## src/rtl/sdfr_pkg.sv

```systemverilog
`timescale 1ns/1ps
package sdfr_pkg;

    localparam int unsigned WORD_W_DEF      = 16;
    localparam int unsigned SYNC_STAGES_DEF = 2;

    // raw serial pins bundled together
    typedef struct packed {
        logic sclk;
        logic sync_n;
        logic sdi;
    } pins_t;

    localparam pins_t PINS_IDLE = '{sclk: 1'b1, sync_n: 1'b1, sdi: 1'b0};

    // events derived from the synchronized pins
    typedef struct packed {
        logic sclk_fall;
        logic sync_fall;
        logic sync_rise;
        logic frame_low;
        logic sdi;
    } evt_t;

    typedef enum logic {
        MODE_DIRECT = 1'b0,
        MODE_CHAIN  = 1'b1
    } mode_e;

    typedef enum logic [1:0] {
        CMT_NONE      = 2'd0,
        CMT_LAST_BIT  = 2'd1,
        CMT_SYNC_RISE = 2'd2
    } commit_e;

    function automatic int unsigned cnt_width(input int unsigned w);
        return $clog2(w + 1);
    endfunction

endpackage

```

## src/rtl/sdfr_sync.sv

```systemverilog
`timescale 1ns/1ps
module sdfr_sync
    import sdfr_pkg::*;
#(
    parameter int unsigned STAGES = SYNC_STAGES_DEF
) (
    input  logic  clk,
    input  logic  rst,
    input  pins_t raw,
    output pins_t synced
);
    localparam int unsigned PW = $bits(pins_t);

    logic [PW-1:0] stage_q [STAGES];

    genvar g;
    generate
        for (g = 0; g < STAGES; g++) begin : g_stage
            if (g == 0) begin : g_first
                always_ff @(posedge clk) begin
                    if (rst) stage_q[g] <= PINS_IDLE;
                    else     stage_q[g] <= raw;
                end
            end else begin : g_next
                always_ff @(posedge clk) begin
                    if (rst) stage_q[g] <= PINS_IDLE;
                    else     stage_q[g] <= stage_q[g-1];
                end
            end
        end
    endgenerate

    assign synced = pins_t'(stage_q[STAGES-1]);

endmodule

```

## src/rtl/sdfr_edge.sv

```systemverilog
`timescale 1ns/1ps
module sdfr_edge
    import sdfr_pkg::*;
(
    input  logic  clk,
    input  logic  rst,
    input  pins_t cur,
    output evt_t  ev
);
    pins_t prev_q;

    always_ff @(posedge clk) begin
        if (rst) prev_q <= PINS_IDLE;
        else     prev_q <= cur;
    end

    always_comb begin
        ev.sclk_fall = prev_q.sclk & ~cur.sclk;
        ev.sync_fall = prev_q.sync_n & ~cur.sync_n;
        ev.sync_rise = ~prev_q.sync_n & cur.sync_n;
        ev.frame_low = ~cur.sync_n;
        ev.sdi       = cur.sdi;
    end

endmodule

```

## src/rtl/sdfr_frame_ctl.sv

```systemverilog
`timescale 1ns/1ps
module sdfr_frame_ctl
    import sdfr_pkg::*;
#(
    parameter int unsigned WORD_W = WORD_W_DEF,
    localparam int unsigned CW    = cnt_width(WORD_W)
) (
    input  logic    clk,
    input  logic    rst,
    input  evt_t    ev,
    input  mode_e   mode,
    output logic    shift_en,
    output logic    clear_sr,
    output commit_e commit
);
    localparam logic [CW-1:0] FULL = CW'(WORD_W);
    localparam logic [CW-1:0] LAST = CW'(WORD_W - 1);

    logic [CW-1:0] cnt_q;
    logic [CW-1:0] cnt_base;
    logic          armed_q;

    always_comb begin
        cnt_base = ev.sync_fall ? '0 : cnt_q;
        clear_sr = ev.sync_fall;
        shift_en = ev.sclk_fall & ev.frame_low & armed_q &
                   ((mode == MODE_CHAIN) | (cnt_base != FULL));
        commit   = CMT_NONE;
        if (mode == MODE_DIRECT && shift_en && cnt_base == LAST)
            commit = CMT_LAST_BIT;
        else if (mode == MODE_CHAIN && ev.sync_rise && cnt_q == FULL)
            commit = CMT_SYNC_RISE;
    end

    // bit counter, saturating at the word length
    always_ff @(posedge clk) begin
        if (rst)                            cnt_q <= '0;
        else if (!ev.frame_low)             cnt_q <= '0;
        else if (shift_en && cnt_base != FULL) cnt_q <= cnt_base + 1'b1;
        else                                cnt_q <= cnt_base;
    end

    // chain mode needs one clock edge with sync high before the next frame
    always_ff @(posedge clk) begin
        if (rst)                                   armed_q <= 1'b1;
        else if (mode == MODE_DIRECT)              armed_q <= 1'b1;
        else if (ev.sync_rise)                     armed_q <= 1'b0;
        else if (ev.sclk_fall && !ev.frame_low)    armed_q <= 1'b1;
    end


    count_bound_chk: assert property (@(posedge clk) disable iff (rst)
        cnt_q <= FULL);


    chain_disarm_chk: assert property (@(posedge clk) disable iff (rst)
        (mode == MODE_CHAIN && ev.sync_rise) |=> !armed_q);

endmodule

```

## src/rtl/sdfr_shift.sv

```systemverilog
`timescale 1ns/1ps
module sdfr_shift
    import sdfr_pkg::*;
#(
    parameter int unsigned WORD_W = WORD_W_DEF
) (
    input  logic              clk,
    input  logic              rst,
    input  logic              clear,
    input  logic              shift_en,
    input  logic              sdi,
    output logic [WORD_W-1:0] sr,
    output logic [WORD_W-1:0] next_word,
    output logic              msb
);
    logic [WORD_W-1:0] base;

    always_comb begin
        base      = clear ? '0 : sr;
        next_word = {base[WORD_W-2:0], sdi};
        msb       = sr[WORD_W-1];
    end

    always_ff @(posedge clk) begin
        if (rst)           sr <= '0;
        else if (shift_en) sr <= next_word;
        else if (clear)    sr <= '0;
    end


    shift_in_chk: assert property (@(posedge clk) disable iff (rst)
        shift_en |=> sr[0] == $past(sdi));

endmodule

```

## src/rtl/serial_frame_rx.sv

```systemverilog
`timescale 1ns/1ps
module serial_frame_rx
    import sdfr_pkg::*;
#(
    parameter int unsigned WORD_W      = WORD_W_DEF,
    parameter int unsigned SYNC_STAGES = SYNC_STAGES_DEF
) (
    input  logic              clk,
    input  logic              rst,
    input  logic              daisy_en,
    input  logic              sclk_in,
    input  logic              sync_n_in,
    input  logic              sdi_in,
    output logic              sdo_out,
    output logic              sdo_oe,
    output logic              word_valid,
    output logic [WORD_W-1:0] word_data
);
    pins_t             raw_pins;
    pins_t             syn_pins;
    evt_t              ev;
    mode_e             mode;
    logic              shift_en;
    logic              clear_sr;
    commit_e           commit;
    logic [WORD_W-1:0] sr;
    logic [WORD_W-1:0] next_word;
    logic              msb;

    assign raw_pins = '{sclk: sclk_in, sync_n: sync_n_in, sdi: sdi_in};
    assign mode     = daisy_en ? MODE_CHAIN : MODE_DIRECT;

    sdfr_sync #(.STAGES(SYNC_STAGES)) u_sync (
        .clk    (clk),
        .rst    (rst),
        .raw    (raw_pins),
        .synced (syn_pins)
    );

    sdfr_edge u_edge (
        .clk (clk),
        .rst (rst),
        .cur (syn_pins),
        .ev  (ev)
    );

    sdfr_frame_ctl #(.WORD_W(WORD_W)) u_ctl (
        .clk      (clk),
        .rst      (rst),
        .ev       (ev),
        .mode     (mode),
        .shift_en (shift_en),
        .clear_sr (clear_sr),
        .commit   (commit)
    );

    sdfr_shift #(.WORD_W(WORD_W)) u_shift (
        .clk       (clk),
        .rst       (rst),
        .clear     (clear_sr),
        .shift_en  (shift_en),
        .sdi       (ev.sdi),
        .sr        (sr),
        .next_word (next_word),
        .msb       (msb)
    );

    assign sdo_oe  = (mode == MODE_CHAIN) & ev.frame_low;
    assign sdo_out = sdo_oe & msb;

    always_ff @(posedge clk) begin
        if (rst) begin
            word_valid <= 1'b0;
            word_data  <= '0;
        end else begin
            word_valid <= 1'b0;
            case (commit)
                CMT_LAST_BIT: begin
                    word_valid <= 1'b1;
                    word_data  <= next_word;
                end
                CMT_SYNC_RISE: begin
                    word_valid <= 1'b1;
                    word_data  <= sr;
                end
                default: ;
            endcase
        end
    end


    valid_pulse_chk: assert property (@(posedge clk) disable iff (rst)
        word_valid |=> !word_valid);


    data_hold_chk: assert property (@(posedge clk) disable iff (rst)
        !word_valid |-> $stable(word_data));


    oe_mode_chk: assert property (@(posedge clk) disable iff (rst)
        sdo_oe |-> (daisy_en && syn_pins.sync_n == 1'b0));


    chain_commit_chk: assert property (@(posedge clk) disable iff (rst)
        (word_valid && daisy_en) |-> !ev.frame_low);

endmodule

```

## config.mk

```make
export PLATFORM = sky130hd
export DESIGN_NAME = serial_frame_rx
export DESIGN_NICKNAME = d
export VERILOG_FILES = /design/src/rtl/sdfr_pkg.sv /design/src/rtl/sdfr_sync.sv /design/src/rtl/sdfr_edge.sv /design/src/rtl/sdfr_frame_ctl.sv /design/src/rtl/sdfr_shift.sv /design/src/rtl/serial_frame_rx.sv
export SDC_FILE = /design/constraint.sdc
export NUM_CORES = 1
export LEC_CHECK = 0
export ABC_AREA = 1
export BUFFER_PORTS_ARGS = -buffer_cell sky130_fd_sc_hd__buf_2
export CAP_MARGIN = 20
export CORE_ASPECT_RATIO = 1.5
export CORE_UTILIZATION = 55
export CTS_CLUSTER_DIAMETER = 100
export DETAILED_ROUTE_END_ITERATION = 12
export PLACE_DENSITY = 0.85
export SETUP_SLACK_MARGIN = 0.02
export SYNTH_ARGS = -nofsm -noshare
export SYNTH_HDL_FRONTEND = slang
export SYNTH_SLANG_ARGS = --single-unit
```

## constraint.sdc

```tcl
create_clock -name clk -period 5.8 [get_ports clk]
set_clock_uncertainty 0.2 [all_clocks]
set_input_delay 0.29 -clock clk [delete_from_list [all_inputs] [get_ports clk]]
set_output_delay 0.29 -clock clk [all_outputs]
set_load 0.05 [all_outputs]
```

==> results.sh, run 1 <==
export IMPL_r2r_start="u_sync.stage_q[1][1]$_SDFF_PP1_"
export IMPL_rr_endpoint="word_data[9]$_SDFFE_PP0P_"
export IMPL_hold_path_startpoint="daisy_en"
export IMPL_place_inst=371
export IMPL_p_per_area_nw_per_um2=232
export IMPL_max_stage_delay_ns=0.38
export IMPL_run_status="completed"
export IMPL_fin_tns_setup_ns=0
export IMPL_grt_pass1_wl_um=7920
export IMPL_port_buffers=24
export IMPL_cts_sinks=47
export IMPL_antenna_found_initial=0
export IMPL_max_freq_mhz=386
export IMPL_crit_type="reg2reg"
export IMPL_overflow=0
export IMPL_core_rowCount=28
export IMPL_dp_slack_ns=3.24
export IMPL_grt_start_max_net_pins=43
export IMPL_first_pass_iters=4
export IMPL_cp_data_required_time_ns=5.83
export IMPL_clk_latency_ns=0.30
export IMPL_start_util=0.584
export IMPL_p_int_uw=470
export IMPL_placed_cell_area_um2=2410
export IMPL_dp_hpwl_um=3030
export IMPL_post_synth_num_cell_types=27
export IMPL_htree_levels=2
export IMPL_register_area_um2=941
export IMPL_p_seq_frac=0.550
export IMPL_setup_violations=0
export IMPL_nets=345
export IMPL_post_route_drc_count=0
export IMPL_yosys_area_top_type="dfxtp_1"
export IMPL_postRouteAntennaNets=0
export IMPL_stdcell_area_um2=2560
export IMPL_p_switching_uw=123
export IMPL_max_cap_violations=0
export IMPL_finalCriticalPeriod_ns=2.59
export IMPL_ios=25
export IMPL_grt_pass1_vias=1916
export IMPL_hold_viol=0
export IMPL_yosysTopAreaCellShare=0.403
export IMPL_cts_root_buf="clkbuf_8"
export IMPL_multi_input_area_um2=1160
export IMPL_cp_max_fo=18
export IMPL_worstSetupEndpointType="register"
export IMPL_synthArstFlopShare=0
export IMPL_synth_warnings=0
export IMPL_synth_area_top_cells="dfxtp_1, nand3_1, nand2_1"
export IMPL_cts_buffers=5
export IMPL_vdd_drop_max_mv=0.211
export IMPL_dieHeight_um=81.8
export IMPL_coreArea_um2=3990
export IMPL_synth_ff_type="dfxtp_1"
export IMPL_synth_fp_nets=327
export IMPL_slew_viol_final=0
export IMPL_antenna_cells=0
export IMPL_pwr_share_clk=0.417
export IMPL_p_leak_uw=0.00105
export IMPL_r2r_slack_ns=3.21
export IMPL_synth_edf_count=0
export IMPL_tightest_slew_ns=0.820
export IMPL_cts_buffer_depth=2
export IMPL_synthTopCellsByCount="nand2_1, nand3_1, dfxtp_1, inv_1, a21oi_1"
export IMPL_worstPathArrival_ns=2.61
export IMPL_drt_iter0_markers=78
export IMPL_dieArea_um2=4510
export IMPL_clk_pin_slew_worst_paths_ns=0.09
export IMPL_power_frac_comb=0.034
export IMPL_start_kind="register"
export IMPL_slew_headroom=0.453
export IMPL_min_path_type="in2reg"
export IMPL_avgViaCountPerCell=5.46
export IMPL_wl_per_cell_um=12.5
export IMPL_die_x_um=55.2
export IMPL_cp_num_buf_inv=4
export IMPL_drt_wl_total_um=4780
export IMPL_place_gp_congestion=0.901
export IMPL_slowest_stage="dfxtp_1"
export IMPL_reg2reg_depth=13
export IMPL_ys_seq_elements=47
export IMPL_yosysMostFrequentCell="nand2_1"
export IMPL_worstPathCellList="inv_2, nand2_4, inv_2, nor2_1, inv_1, nor3_1, ha_1, inv_1, nor2_1, nand3_4, nand2_4, nand2_1, a21oi_1"
export IMPL_synth_area_per_cell_um2=7.34
export IMPL_netlist_area_um2=2330
export IMPL_grt_usage=0.239
export IMPL_timing_final_ws_setup_ns=3.21
export IMPL_syn_to_final_growth_pct=9.71
export IMPL_vias=2084
export IMPL_drive_gt1_frac=0.237
export IMPL_syn_inst=318
export IMPL_final_cells=382
export IMPL_final_util=0.641
export IMPL_crit_family="simple AND/OR/NAND/NOR gates"
export IMPL_tritoncts="built"
export IMPL_p_sw_frac=0.208
export IMPL_rsz0062_at_grt="no"
export IMPL_fin_crit_sh=0.446
export IMPL_holdPathStages=4
export IMPL_cts_setup_buffers=0
export IMPL_fillerInstances=370
export IMPL_yosysSeqAreaShare=0.403
export IMPL_holdPathEnd="u_ctl.armed_q$_SDFFE_PP1P_"
## worst reg2reg max path, delay by kind of cell (launching register included)
family / cells / cell delay, ns
buffers and inverters: 4 / 0.39
and+or+nand+nor: 7 / 1.23
AOI/OAI and AO/OA: 1 / 0.14
DFF: 1 / 0.38
adders and majority gates: 1 / 0.17
## per-layer routing
| metal | GRT usage | up-vias | wire [um] |
|---|---|---|---|
| met5 | 0 | - | 0 |
| met4 | 0.130 | 0 | 91 |
| met1 | 0.247 | 967 | 1900 |
| li1 | - | 1042 | - |
| met3 | 0.0537 | 10 | 208 |
| met2 | 0.423 | 65 | 2570 |
## logic make-up (layout without fill, tap and decap cells)
logic type | Yosys count | count (layout) | synth area share
AOI/OAI and AO/OA | 42 | 42 | 0.106
adders and majority gates | 3 | 3 | 0.0161
buffers and inverters | 53 | 72 | 0.101
DFF | 47 | 47 | 0.403
and+or+nand+nor | 173 | 173 | 0.373
## final cells by class
class                      count  area share
tap                           45      0.0220
multi-input combinational    218       0.452
timing repair buffer          27      0.0587
clock inverter                 2      0.0137
clock buffer                   6      0.0323
sequential                    47       0.368
inverter                      37      0.0543
## state kept, by name, indices dropped and copies added (netlist names)
name and flops:
u_shift.sr 16, word_data 16, u_sync.stage_q 6, u_ctl.cnt_q 5, u_edge.prev_q 2, u_ctl.armed_q 1, word_valid 1
## power by group through the flow
stage / clock, uW / combinational, uW / sequential [uW]
after floorplan: 0 / 14.9 / 333
after global placement: 0 / 18.0 / 333
after detailed placement: 0 / 18.4 / 334
after CTS: 250 / 20.1 / 326
after global routing: 262 / 21.9 / 326
final: 247 / 19.9 / 326
## metrics by stage
step	hold slack, ns	power (uW)
detailed placement	0.196	352
CTS	0.189	596
floorplan	0.188	348
global route	0.211	610
finish	0.196	593
global placement	0.192	351
## worst max path at each step
stage | cells after the start | slack, ns | startpoint | endpoint
3_5_place_dp | 13 | 3.24 | u_sync.stage_q[1][1]$_SDFF_PP1_ | word_data[9]$_SDFFE_PP0P_
5_1_grt | 14 | 2.95 | u_sync.stage_q[1][1]$_SDFF_PP1_ | word_data[13]$_SDFFE_PP0P_
2_1_floorplan | 15 | 3.62 | u_sync.stage_q[1][1]$_SDFF_PP1_ | word_data[15]$_SDFFE_PP0P_
4_1_cts | 13 | 3.21 | u_sync.stage_q[1][1]$_SDFF_PP1_ | word_data[9]$_SDFFE_PP0P_
6_report | 13 | 3.21 | u_sync.stage_q[1][1]$_SDFF_PP1_ | word_data[9]$_SDFFE_PP0P_
3_3_place_gp | 14 | 3.38 | u_sync.stage_q[1][1]$_SDFF_PP1_ | word_data[11]$_SDFFE_PP0P_
## cells in the final DEF (no fill, tap or decap), types with 2 or more instances in the layout
cell type / n
a21oi_1: 27
clkbuf_8: 6
dlygate4sd3_1: 3
a21oi_2: 10
nand2_1: 65
nand3_1: 51
dfxtp_1: 47
nand2_2: 13
ha_1: 3
o21ai_0: 5
nor2_2: 10
nor2_4: 2
nor2_1: 19
nand2_4: 2
inv_1: 35
buf_2: 24
or2_2: 5
inv_2: 2
## timing repair
action	4_1_cts	5_1_grt
endpoints found under the hold margin	3	0
hold buffers	3	0
endpoints found under the setup margin	0	0
resized for setup	0	0
Note: power is estimated with default switching activity, not from simulation.
==> run 2, diff against run 1 <==
--- a/config.mk
+++ b/config.mk
@@ -5,14 +5,14 @@
 export SDC_FILE = /design/constraint.sdc
 export NUM_CORES = 1
 export LEC_CHECK = 0
-export ABC_AREA = 1
+export ABC_AREA = 0
 export BUFFER_PORTS_ARGS = -buffer_cell sky130_fd_sc_hd__buf_2
 export CAP_MARGIN = 20
 export CORE_ASPECT_RATIO = 1.5
-export CORE_UTILIZATION = 55
+export CORE_UTILIZATION = 51
 export CTS_CLUSTER_DIAMETER = 100
 export DETAILED_ROUTE_END_ITERATION = 12
-export PLACE_DENSITY = 0.85
+export PLACE_DENSITY = 0.84
 export SETUP_SLACK_MARGIN = 0.02
 export SYNTH_ARGS = -nofsm -noshare
 export SYNTH_HDL_FRONTEND = slang
==> constraint.sdc (replaced) <==
create_clock -name clk -period 2.1 [get_ports clk]
set_clock_uncertainty 0.2 [all_clocks]
set_input_delay 0.105 -clock clk [delete_from_list [all_inputs] [get_ports clk]]
set_output_delay 0.105 -clock clk [all_outputs]
set_load 0.05 [all_outputs]
==> results.sh, run 2 <==
export IMPL_cts_root_buf="clkbuf_8"
export IMPL_p_per_area_nw_per_um2=694
export IMPL_dp_slack_ns=-0.230
export IMPL_rr_endpoint="word_data[2]$_SDFFE_PP0P_"
export IMPL_finalCriticalPeriod_ns=2.30
export IMPL_syn_inst=196
export IMPL_ys_seq_elements=47
export IMPL_worstSetupEndpointType="register"
export IMPL_setup_violations=38
export IMPL_dieHeight_um=77.7
export IMPL_synth_warnings=0
export IMPL_yosysTopAreaCellShare=0.483
export IMPL_yosysSeqAreaShare=0.483
export IMPL_crit_type="reg2reg"
export IMPL_grt_usage=0.238
export IMPL_netlist_area_um2=1950
export IMPL_top_regs="u_shift.sr (16), word_data (16), u_sync.stage_q (6)"
export IMPL_p_leak_uw=0.00105
export IMPL_antenna_cells=0
export IMPL_tightest_slew_ns=0.591
export IMPL_max_cap_violations=0
export IMPL_power_uw=1740
export IMPL_postRouteAntennaNets=0
export IMPL_cp_max_fo=18
export IMPL_grt_pass1_vias=1613
export IMPL_slew_viol_final=0
export IMPL_synth_area_per_cell_um2=9.95
export IMPL_tritoncts="built"
export IMPL_worstPathArrival_ns=2.29
export IMPL_synth_area_top_cells="dfxtp_1, a221o_1, nand3_1"
export IMPL_drt_iter0_markers=38
export IMPL_timing_final_ws_setup_ns=-0.199
export IMPL_wl_per_cell_um=14.5
export IMPL_yosys_area_top_type="dfxtp_1"
export IMPL_first_pass_iters=4
export IMPL_layout_cells_most_common="dfxtp_1"
export IMPL_cts_buffer_depth=2
export IMPL_max_freq_mhz=435
export IMPL_final_util=0.686
export IMPL_core_rowCount=27
export IMPL_synth_ff_type="dfxtp_1"
export IMPL_grt_pass1_wl_um=7130
export IMPL_p_switching_uw=332
export IMPL_layout_common_cells="dfxtp_1, buf_2, nand2_1"
export IMPL_fin_tns_setup_ns=-4.20
export IMPL_synthTopCellsByCount="dfxtp_1, nand2_1, nand3_1, o21ai_0, a221o_1"
export IMPL_nets=250
export IMPL_run_status="finished, violations left"
export IMPL_violations="negative setup slack"
export IMPL_dp_hpwl_um=2530
export IMPL_final_cells=285
export IMPL_drt_wl_total_um=4130
export IMPL_syn_to_final_growth_pct=28.4
export IMPL_min_path_type="reg2reg"
export IMPL_synthArstFlopShare=0
export IMPL_avgViaCountPerCell=5.66
export IMPL_cts_sinks=47
export IMPL_vdd_drop_max_mv=0.592
export IMPL_p_seq_frac=0.518
export IMPL_clk_latency_ns=0.30
export IMPL_vias=1612
export IMPL_drive_gt1_frac=0.364
export IMPL_cp_data_required_time_ns=2.09
export IMPL_synth_fp_nets=205
export IMPL_htree_levels=2
export IMPL_clk_pin_slew_worst_paths_ns=0.08
export IMPL_yosysMostFrequentCell="dfxtp_1"
export IMPL_p_sw_frac=0.191
export IMPL_place_inst=267
export IMPL_fillerInstances=294
export IMPL_dieArea_um2=4080
export IMPL_holdPathStages=1
export IMPL_overflow=0
export IMPL_r2r_slack_ns=-0.20
export IMPL_hold_path_startpoint="u_sync.stage_q[0][2]$_SDFF_PP1_"
export IMPL_hold_viol=0
export IMPL_ios=25
export IMPL_place_gp_congestion=0.826
export IMPL_rsz0062_at_grt="yes"
export IMPL_port_buffers=24
export IMPL_die_x_um=52.5
export IMPL_post_route_drc_count=0
export IMPL_start_kind="register"
export IMPL_cts_buffers=5
export IMPL_r2r_start="u_sync.stage_q[1][1]$_SDFF_PP1_"
export IMPL_pwr_share_clk=0.439
export IMPL_grt_start_max_net_pins=47
export IMPL_fin_crit_sh=1.09
export IMPL_holdPathEnd="u_sync.stage_q[1][2]$_SDFF_PP1_"
export IMPL_slew_headroom=0.603
export IMPL_antenna_found_initial=0
export IMPL_synth_edf_count=0
export IMPL_post_synth_num_cell_types=39
export IMPL_reg2reg_depth=10
export IMPL_coreArea_um2=3650
export IMPL_p_int_uw=1410
export IMPL_power_frac_comb=0.043
export IMPL_start_util=0.534
## run 2: cell count changes after synthesis, sizes merged, moves of 3 or more
cell	change
a21oi	-35
a221o	+15
and3	+14
buf	-4
inv	-34
nand2	-59
nand2b	+3
nand3	-36
nor2	-25
nor2b	+3
o21ai	+12
## run 2: layer usage
layer  share of wire  vias to the layer above  routed length [um]  track usage
li1                -                      797                   -            -
met2            0.57                       35                2340        0.438
met5               0                        -                   0            0
met3           0.031                        8                 128       0.0412
met4           0.021                        0                  87        0.121
met1            0.38                      772                1570        0.242
## run 2: area by class of cell
type                            count  area (um2)  share of cell area
Inverter                            3        11.3             0.00450
Multi-Input combinational cell    133         986               0.394
Clock buffer                        6        72.6              0.0290
Clock inverter                      2        60.1              0.0240
Timing Repair Buffer               51         378               0.151
Sequential cell                    47         942               0.376
Tap cell                           43        53.8              0.0215
## run 2: repair_timing
item | in CTS | in global routing
hold endpoints to repair | 6 | 0
cloned | 1 | 0
hold buffers | 6 | 0
pin swaps | 16 | 2
setup buffers | 2 | 1
resized for setup | 10 | 0
setup endpoints to repair | 30 | 38
## run 2: worst max-delay path by stage
stage | from | endpoint | slack [ns] | depth (start not counted)
after detailed placement | u_sync.stage_q[1][1]$_SDFF_PP1_ | word_data[2]$_SDFFE_PP0P_ | -0.23 | 10
after global routing | u_sync.stage_q[1][1]$_SDFF_PP1_ | word_data[2]$_SDFFE_PP0P_ | -0.29 | 10
after CTS | u_sync.stage_q[1][1]$_SDFF_PP1_ | word_data[3]$_SDFFE_PP0P_ | -0.17 | 11
after floorplan | u_sync.stage_q[1][1]$_SDFF_PP1_ | word_data[14]$_SDFFE_PP0P_ | -0.42 | 12
final | u_sync.stage_q[1][1]$_SDFF_PP1_ | word_data[2]$_SDFFE_PP0P_ | -0.20 | 10
after global placement | u_sync.stage_q[1][1]$_SDFF_PP1_ | word_data[2]$_SDFFE_PP0P_ | -0.15 | 10
## run 2: critical path, cell delays in order (launching register included)
cell	delay [ns]
dfxtp_2	0.32
nand2b_4	0.15
and2_4	0.15
inv_1	0.05
ha_1	0.15
nor3b_4	0.27
a311oi_4	0.13
buf_6	0.15
buf_8	0.14
and3_2	0.21
a221o_1	0.26
## run 2: logic make-up after synthesis
kind of cell,share of synthesized area
AO/OA/AOI/OAI,0.168
XOR/XNOR,0.00449
adder cells (fa/ha/maj),0.0193
buffers and inverters,0.0449
flip-flops,0.483
multiplexers,0.0109
AND/OR/NAND/NOR,0.270
## run 2: power groups by stage
stage | Clock (uW) | Combinational, uW | Sequential [uW]
after CTS | 775 | 74.4 | 900
after global routing | 829 | 81.7 | 901
final | 763 | 75.0 | 900
after global placement | 0 | 60.5 | 921
after floorplan | 0 | 43.5 | 921
after detailed placement | 0 | 61.8 | 921
## run 2: stage by stage
step	instance area [um2]	hold slack, ns
final	2500	0.220
after global placement	2240	0.0913
after floorplan	1970	-0.00830
after global routing	2500	0.253
after CTS	2500	0.225
after detailed placement	2240	0.105
==> run 3, diff against run 2 <==
--- a/config.mk
+++ b/config.mk
@@ -8,7 +8,7 @@
 export ABC_AREA = 0
 export BUFFER_PORTS_ARGS = -buffer_cell sky130_fd_sc_hd__buf_2
 export CAP_MARGIN = 20
-export CORE_ASPECT_RATIO = 1.5
+export CORE_ASPECT_RATIO = 0.75
 export CORE_UTILIZATION = 51
 export CTS_CLUSTER_DIAMETER = 100
 export DETAILED_ROUTE_END_ITERATION = 12
==> results.sh, run 3 (synthesized netlist as in run 2, its figures left out) <==
export IMPL_grt_pass1_wl_um=7180
export IMPL_vdd_drop_max_mv=0.640
export IMPL_core_rowCount=19
export IMPL_grt_start_max_net_pins=47
export IMPL_violations="negative setup slack"
export IMPL_cp_data_required_time_ns=2.08
export IMPL_drt_iter0_markers=213
export IMPL_crit_type="reg2reg"
export IMPL_grt_usage=0.231
export IMPL_htree_levels=2
export IMPL_cts_sinks=47
export IMPL_post_route_drc_count=0
export IMPL_placed_cell_area_um2=2230
export IMPL_start_kind="register"
export IMPL_drt_wl_total_um=4580
export IMPL_dp_slack_ns=-0.216
export IMPL_dieArea_um2=4080
export IMPL_worstPathCellList="nand2b_4, and2_4, ha_4, nand2_2, nor2_2, ha_2, nand2b_4, a311oi_4, buf_4, nor3_4, a221o_1"
export IMPL_postRouteAntennaNets=0
export IMPL_avgViaCountPerCell=5.52
export IMPL_worstPathArrival_ns=2.35
export IMPL_timing_final_ws_setup_ns=-0.270
export IMPL_hold_viol=0
export IMPL_slew_headroom=0.594
export IMPL_cp_num_buf_inv=1
export IMPL_slew_viol_final=0
export IMPL_max_cap_violations=0
export IMPL_nets=253
export IMPL_syn_to_final_growth_pct=33.1
export IMPL_holdWs_ns=0.216
export IMPL_cp_common_cell="nand2b_4"
export IMPL_cp_max_fo=8
export IMPL_r2r_slack_ns=-0.27
export IMPL_top_regs="u_shift.sr (16), word_data (16), u_sync.stage_q (6)"
export IMPL_first_pass_iters=4
export IMPL_tritoncts="built"
export IMPL_cts_root_buf="clkbuf_8"
export IMPL_max_stage_delay_ns=0.36
export IMPL_dieHeight_um=55.5
export IMPL_crit_family="compound AO/OA/AOI/OAI gates"
export IMPL_fin_tns_setup_ns=-4.14
export IMPL_min_path_type="reg2reg"
export IMPL_coreArea_um2=3660
export IMPL_ios=25
export IMPL_max_freq_mhz=422
export IMPL_die_x_um=73.4
export IMPL_tightest_slew_ns=0.605
export IMPL_slowest_stage="a221o_1"
export IMPL_port_buffers=24
export IMPL_p_per_area_nw_per_um2=675
export IMPL_cts_buffers=5
export IMPL_cts_buffer_depth=2
export IMPL_p_leak_uw=0.00108
export IMPL_run_status="finished, violations left"
export IMPL_dp_hpwl_um=2450
export IMPL_overflow=0
export IMPL_grt_pass1_vias=1541
export IMPL_fin_crit_sh=1.13
export IMPL_fillerInstances=262
export IMPL_stdcell_area_um2=2590
export IMPL_layout_cells_most_common="dfxtp_1"
export IMPL_worstSetupEndpointType="register"
export IMPL_clk_latency_ns=0.30
export IMPL_drive_gt1_frac=0.384
export IMPL_rsz0062_at_grt="yes"
export IMPL_setup_violations=18
export IMPL_antenna_found_initial=0
export IMPL_finalCriticalPeriod_ns=2.37
export IMPL_layout_common_cells="dfxtp_1, buf_2, nand2_1"
export IMPL_wl_per_cell_um=15.4
export IMPL_clk_pin_slew_worst_paths_ns=0.08
export IMPL_start_util=0.532
export IMPL_antenna_cells=0
export IMPL_final_util=0.709
export IMPL_vias=1639
export IMPL_place_gp_congestion=0.836
==> run 3: worst paths after layout <==
kind,endpoint,start,cells after the start
worst max register to register,word_data[1]$_SDFFE_PP0P_,u_sync.stage_q[1][1]$_SDFF_PP1_,11
worst min-delay path,u_sync.stage_q[1][1]$_SDFF_PP1_,u_sync.stage_q[0][1]$_SDFF_PP1_,1
worst min register to register,u_sync.stage_q[1][1]$_SDFF_PP1_,u_sync.stage_q[0][1]$_SDFF_PP1_,1
worst max-delay path,word_data[1]$_SDFFE_PP0P_,u_sync.stage_q[1][1]$_SDFF_PP1_,11
==> run 3: final cells by class <==
cell class	count	area, um2	share of cell area
repair buffers	54	442	0.170
well taps	52	65.1	0.0251
flip-flops and latches	47	943	0.364
multi-input cells	133	1000	0.386
clock inverters	2	60.1	0.0231
inverters	3	11.3	0.00434
clock buffers	6	72.6	0.0280
==> run 3: through the flow <==
| step | instances | power (uW) |
|---|---|---|
| global placement | 274 | 980 |
| floorplan | 196 | 965 |
| finish | 297 | 1750 |
| detailed placement | 274 | 981 |
| global route | 297 | 1800 |
| CTS | 294 | 1740 |
==> run 3: layer usage <==
layer | track usage | vias up | wire length (um) | part of all wire
met5 | 0 | - | 0 | 0
met4 | 0.102 | 0 | 100 | 0.022
met3 | 0.0785 | 12 | 233 | 0.051
met2 | 0.339 | 59 | 2160 | 0.47
met1 | 0.309 | 765 | 2080 | 0.45
li1 | - | 803 | - | -
==> run 3: where the power goes <==
part           internal [uW]  leakage (uW)  total (uW)  switching (uW)
Combinational           36.5      0.000631        78.5            42.0
Clock                    476     0.0000654         772             296
Sequential               897      0.000379         900            3.11
==> run 3: what timing repair did <==
action,CTS,global route
hold endpoints to repair,6,0
setup buffers,4,3
endpoints found under the setup margin,23,38
gates resized for setup,10,6
pin swaps,22,3
gates cloned,2,1
hold buffers,6,0
